## config.mk

```make
export PLATFORM = sky130hd
export DESIGN_NAME = capt_unit
export DESIGN_NICKNAME = d
export VERILOG_FILES = /design/src/rtl/capt_pkg.sv /design/src/rtl/capt_ctrl.sv /design/src/rtl/capt_dp.sv /design/src/rtl/capt_unit.sv
export SDC_FILE = /design/constraint.sdc
export NUM_CORES = 1
export LEC_CHECK = 0
export ABC_CLOCK_PERIOD_IN_PS = 1300
export BUFFER_PORTS_ARGS = -buffer_cell sky130_fd_sc_hd__buf_2
export CAP_MARGIN = 30
export CELL_PAD_IN_SITES_DETAIL_PLACEMENT = 1
export CELL_PAD_IN_SITES_GLOBAL_PLACEMENT = 1
export CORE_ASPECT_RATIO = 0.5
export CORE_UTILIZATION = 39
export CTS_CLUSTER_SIZE = 40
export DETAILED_ROUTE_END_ITERATION = 8
export PLACE_DENSITY_LB_ADDON = 0.1
export SLEW_MARGIN = 0
export SYNTH_ARGS = -nofsm -noshare
export SYNTH_HDL_FRONTEND = slang
export SYNTH_HIERARCHICAL = 1
export SYNTH_SLANG_ARGS = --single-unit
export TNS_END_PERCENT = 20
```

## constraint.sdc

```tcl
create_clock -name clk -period 1.3 [get_ports clk]
set_input_delay 0.26 -clock clk [delete_from_list [all_inputs] [get_ports clk]]
set_output_delay 0.26 -clock clk [all_outputs]
set_load 0.1 [all_outputs]
```

## src/rtl/capt_pkg.sv

```systemverilog
package capt_pkg;
  // Strobes passed from control to datapath, one cycle each
  typedef struct packed {
    logic capture;  // selected edge seen on the synchronised pin
    logic loRead;   // low-byte read accepted this cycle
    logic flagClr;  // write-one-to-clear on the flag
  } captStb_t;
endpackage

```

## src/rtl/capt_ctrl.sv

```systemverilog
module capt_ctrl
  import capt_pkg::*;
#(
  parameter int SYNC_STAGES = 2
) (
  input  logic     clk,
  input  logic     rstN,
  input  logic     capPin,
  input  logic     edgeRise,
  input  logic     rdEn,
  input  logic     rdAddr,
  input  logic     flagWrEn,
  input  logic     flagWrBit,
  output captStb_t stb
);
  localparam int LAST = SYNC_STAGES - 1;

  logic [SYNC_STAGES-1:0] syncQ;
  logic                   prevQ;
  logic                   seenRise;
  logic                   seenFall;

  // Synchroniser chain for the asynchronous pin
  always_ff @(posedge clk) begin
    if (!rstN) begin
      syncQ <= '0;
      prevQ <= 1'b0;
    end else begin
      syncQ <= {syncQ[SYNC_STAGES-2:0], capPin};
      prevQ <= syncQ[LAST];
    end
  end

  assign seenRise = syncQ[LAST] & ~prevQ;
  assign seenFall = ~syncQ[LAST] & prevQ;

  always_comb begin
    stb.capture = edgeRise ? seenRise : seenFall;
    stb.loRead  = rdEn & ~rdAddr;
    stb.flagClr = flagWrEn & flagWrBit;
  end
endmodule

```

## src/rtl/capt_dp.sv

```systemverilog
module capt_dp
  import capt_pkg::*;
#(
  parameter int CNT_W  = 16,
  parameter int BYTE_W = 8
) (
  input  logic              clk,
  input  logic              rstN,
  input  captStb_t          stb,
  input  logic [CNT_W-1:0]  cntVal,
  input  logic              rdAddr,
  output logic [BYTE_W-1:0] rdData,
  output logic              capFlag
);
  logic [CNT_W-1:0]  capReg;
  logic [BYTE_W-1:0] holdByte;

  always_ff @(posedge clk) begin
    if (!rstN) begin
      capReg <= '0;
    end else if (stb.capture) begin
      capReg <= cntVal;
    end
  end

  // The holding byte takes the upper byte as it was before this edge
  always_ff @(posedge clk) begin
    if (!rstN) begin
      holdByte <= '0;
    end else if (stb.loRead) begin
      holdByte <= capReg[CNT_W-1 -: BYTE_W];
    end
  end

  // Setting has priority over clearing
  always_ff @(posedge clk) begin
    if (!rstN) begin
      capFlag <= 1'b0;
    end else if (stb.capture) begin
      capFlag <= 1'b1;
    end else if (stb.flagClr) begin
      capFlag <= 1'b0;
    end
  end

  assign rdData = rdAddr ? holdByte : capReg[BYTE_W-1:0];
endmodule

```

## src/rtl/capt_unit.sv

```systemverilog
module capt_unit
  import capt_pkg::*;
(
  input  logic        clk,
  input  logic        rstN,
  input  logic        capPin,
  input  logic        edgeRise,
  input  logic [15:0] cntVal,
  input  logic        rdEn,
  input  logic        rdAddr,
  output logic [7:0]  rdData,
  input  logic        flagWrEn,
  input  logic        flagWrBit,
  output logic        capFlag
);
  captStb_t stb;

  capt_ctrl #(.SYNC_STAGES(2)) u_ctrl (
    .clk(clk), .rstN(rstN), .capPin(capPin), .edgeRise(edgeRise),
    .rdEn(rdEn), .rdAddr(rdAddr), .flagWrEn(flagWrEn), .flagWrBit(flagWrBit),
    .stb(stb)
  );

  capt_dp #(.CNT_W(16), .BYTE_W(8)) u_dp (
    .clk(clk), .rstN(rstN), .stb(stb), .cntVal(cntVal),
    .rdAddr(rdAddr), .rdData(rdData), .capFlag(capFlag)
  );
endmodule

```

[Word-level counts from Yosys, hierarchy flattened]
Cells that the tools add are included.
Word-level totals
  register bits after elaboration: 28
  input port bits: 24
  output and inout bits: 9
  word-level logic and storage cells: 17
Cells by class
  multiplexer cells: 4
  bitwise operators: 7
  reduce and logical (&&, ||, !) cells: 1
Operator list (number)
  two-way mux 8 bit: 1
  AND 1 bit: 4
  two-way mux 1 bit: 3
  inverter 1 bit: 3
  nonzero test 2 bit: 1

[Logic depth before layout (Yosys ltp)]
  word-level depth: 4
  mapped depth: 6
  mapped depth without buffers: 4

[By module]
Netlist, hierarchy kept.
By module, submodules not included
  capt_dp: times used 1, cells an instance 89, area an instance 1046.0 sq um, sequential area each 500.5 sq um
  capt_ctrl: times used 1, cells an instance 11, area an instance 115.1 sq um, sequential area each 60.1 sq um

[Worst setup path after synthesis]
OpenSTA, ideal clock, no wires.
  kind: reg2reg
  from: reg u_dp/capFlag (netlist name)
  to: reg u_dp.capFlag
  library setup time: 0.058 ns
  arrival: 1.235 ns
  required time: 1.242 ns
  slack: 0.008 ns
  cell stages (with the launch flop): 3
  path buffers: 0
  clock period less this slack: 1.292 ns
  cells stage by stage: dfxtp_1 > nor2b_1 > o21a_1
RTL lines
  end signal: assignment: RTL line capt_dp.sv:38  | capFlag <= 1'b0;
  end signal: assignment: RTL line capt_dp.sv:40  | capFlag <= 1'b1;
  end signal: assignment: RTL line capt_dp.sv:42  | capFlag <= 1'b0;
  end: declaration: RTL line capt_dp.sv:13  | output logic capFlag

[Worst setup path after layout]
  from: reg u_dp.holdByte[4]
  to: out rdData[4]
Between the ends
  longest elaborated chain between the ends: 1
RTL lines
  start: declaration: RTL line capt_dp.sv:16  | logic [BYTE_W-1:0] holdByte;
  start signal: assignment: RTL line capt_dp.sv:31  | holdByte <= capReg[CNT_W-1 -: BYTE_W];
  two-way mux 8 bit: RTL line capt_dp.sv:46  | assign rdData = rdAddr ? holdByte : capReg[BYTE_W-1:0];
  end: declaration: RTL line capt_unit.sv:11  | output logic [7:0] rdData,
No other way between the ends.

==> run metrics <==
outcome finished with violations; violated checks setup timing; clock edge transition at the registers on the reported setup and hold paths 0.10 ns; Placed Cells 167; Ys Warns 6; Chip Height 40.58 um; Final Worst Setup Slack -0.01811 ns; Net Count, Synth 124; core area 0.002700 mm^2; reg2reg end u_dp/capReg[1]; vias in the first global route 762; Clock Tree Buf Depth 2; portion of total power attributed to sequential cells 49.7%; Comb pwr share 12.6%; number of antenna violations at the first check in global routing 0; largest area contributor in the synthesized netlist sky130_fd_sc_hd__dfxtp_1; Final Setup Violations 8; GR Util All Layers 15.89%; sequential-to-total area share from yosys stat 48.28%; flip-flop and latch count after synthesis 28; master cell of the clock root buffer sky130_fd_sc_hd__clkbuf_8; Req. time, crit path 1.04 ns; Post-DRT Antenna Nets 0; CTS Sinks 28; Worst Setup Path Type reg -> out; wire length of the first global-routing pass 3.636 mm; Netlist cell types 15; Worst IR Drop VDD 564.3 uV; hold violation total from the final report 0; TritonCTS Buffers 3; met2 track demand over resource 29.74%; worst rel slew slack 72.51%; smallest hold slack 0.1963 ns; arrival time at the worst endpoint 1.06 ns; share of post-route cells with drive strength above 1 43.28%; Static Leakage 0.6166 nW; number of cells in the finished layout apart from fillers 171; largest net degree at the start of global routing 29; floorplan die area 0.003213 mm^2; wire length per cell after detailed routing 14.43 um; placed cell areas 0.001361 mm^2; final std cell area, no fill 0.001572 mm^2; Achievable Freq 758.7 MHz; worst reg-to-reg setup slack 0.03 ns; First DRT Iteration DRCs 21; effective utilization at floorplan 43.00%; slew at the pin with the worst max-slew slack 0.4124 ns; internal power of the cells 0.001401 W; total power after layout 0.001798 W; highest-utilization routing layer at the global route stage met2; number of instances in the synthesized netlist 100; Layout Skew 0.006116 ns; Clock power frac 37.7%; die span in x 79.17 um; global routing usage on met1 18.32%; Synth area leaders sky130_fd_sc_hd__dfxtp_1 (48%), sky130_fd_sc_hd__mux2i_1 (21%), sky130_fd_sc_hd__nor2b_1 (14%), sky130_fd_sc_hd__mux2_2 (7.8%), sky130_fd_sc_hd__buf_12 (1.7%); net switching power of the design 0.0003967 W; share of the synthesized area in the top cell type 48.28%; global placement routability congestion 0.6903; PortBufs 32; Final nets 159; GRT overflow 0; netlist area before placement 0.001161 mm^2; TNS Setup -0.09709 ns; clk_lat worst skew 0.27 ns; Max-Cap Viols 0; diodes inserted 0; worst hold path cell count 2; DRC violations left 0; areal power density over the cells 1144 mW/mm^2; average via count per standard cell 4.673; DPL Wire Length 1.685 mm; I/O pin count 33; fraction of power spent switching nets 22.06%; setup repair after global routing missed its margin true; Layout area overhead 35.35%; wire length reported by the detailed router 2.467 mm; first element of the critical path u_dp/holdByte[4]; Startpoint Class register; Worst setup endpoint rdData[4]; H-tree depth 1; portion of the clock cycle consumed by the worst path in the final layout 101.4%; worst reg2reg path depth 5; Detailed Routing Iterations Pass 1 3; vias 799; number of rows in the core area 13; syn avg cell area 11.61 um^2; Period minus WS final 1.318 ns; TritonCTS clock tree built; met3 Track Usage GR 5.909%; highest fanout seen on the critical path 2; CP Capture Type primary output; path class of the lowest-slack min-delay path in -> reg; startpoint of the worst register-to-register path u_ctrl/syncQ[1]; count of final max-slew check failures 0
-- how the worst min path moves through the flow --
stage | startpoint | to
2_1_floorplan | capPin | u_ctrl/syncQ[0]
3_3_place_gp | u_ctrl/syncQ[0] | u_ctrl/syncQ[1]
3_5_place_dp | u_ctrl/syncQ[0] | u_ctrl/syncQ[1]
4_1_cts | capPin | u_ctrl/syncQ[0]
5_1_grt | capPin | u_ctrl/syncQ[0]
6_report | capPin | u_ctrl/syncQ[0]
-- synth_stat cells --
cell                        n
sky130_fd_sc_hd__buf_2      1
sky130_fd_sc_hd__buf_12     1
sky130_fd_sc_hd__and2_1     3
sky130_fd_sc_hd__buf_4      1
sky130_fd_sc_hd__nand2b_1   1
sky130_fd_sc_hd__clkbuf_1   2
sky130_fd_sc_hd__dfxtp_1   28
sky130_fd_sc_hd__buf_6      1
sky130_fd_sc_hd__nand2_1    1
sky130_fd_sc_hd__o21a_1     1
sky130_fd_sc_hd__mux2_2     8
sky130_fd_sc_hd__and2_2     1
sky130_fd_sc_hd__o22ai_2    1
sky130_fd_sc_hd__mux2i_1   24
sky130_fd_sc_hd__nor2b_1   26
-- power groups by stage --
stage	clock (W)	sequential, W	combinational, W
final	0.000678	0.000894	0.000227
after global routing	0.000731	0.000897	0.000241
after CTS	0.000695	0.000892	0.000217
after detailed placement	0	0.000912	0.000202
after global placement	0	0.000912	0.000199
after floorplan	0	0.000917	0.000135
-- registers in the layout, indices dropped and copies added, names as in the netlist --
| name | flops |
|---|---|
| u_ctrl/syncQ | 2 |
| u_dp/capReg | 16 |
| u_dp/holdByte | 8 |
| u_dp/capFlag | 1 |
| u_ctrl/prevQ | 1 |
-- cells in the final DEF (no fill, tap or decap), types with 5 or more instances in the layout --
cell type	instances
sky130_fd_sc_hd__buf_2	22
sky130_fd_sc_hd__mux2i_1	24
sky130_fd_sc_hd__mux2_4	5
sky130_fd_sc_hd__dfxtp_1	21
sky130_fd_sc_hd__dfxtp_2	7
sky130_fd_sc_hd__nor2b_1	26
sky130_fd_sc_hd__buf_12	6
sky130_fd_sc_hd__buf_6	5
-- stage by stage --
step | worst slack [ns] | util [%]
final | -0.01811 | 58.20
after global routing | -0.05892 | 58.20
after CTS | -0.03013 | 56.02
after detailed placement | -0.1037 | 50.42
after global placement | -0.1051 | 50.42
after floorplan | 0.007547 | -
-- critical path: stages (launching register included) --
cell	delay (ns)
sky130_fd_sc_hd__dfxtp_1	0.33
sky130_fd_sc_hd__mux2_2	0.27
sky130_fd_sc_hd__buf_6	0.19
-- timing repair --
action | CTS | global route
gates resized for setup | 25 | 17
setup endpoints to repair | 8 | 18
hold buffers | 0 | 0
setup buffers | 0 | 0
-- logic make-up (layout without fill, tap and decap cells) --
group	count (synthesis)	in the layout	share of synthesized area (%)
simple gates	32	32	17.13
buf+inv	6	40	4.418
mux	32	32	28.45
flops	28	28	48.28
compound gates	2	2	1.724
-- routing by layer --
layer	wire, um	part of all wire (%)
met4	0	0
met2	1251	51
met1	1108	45
met5	0	0
met3	108	4.4
-- area by class of cell --
class / instances / area (um^2)
repair buffers: 36 / 309.0
multi-input cells: 66 / 575.6
fillers: 293 / 1129
well taps: 37 / 46.29
flip-flops and latches: 28 / 569.3
clock inverters: 1 / 30.03
clock buffers: 3 / 41.29
No activity file was read; power rests on OpenSTA's default activity.
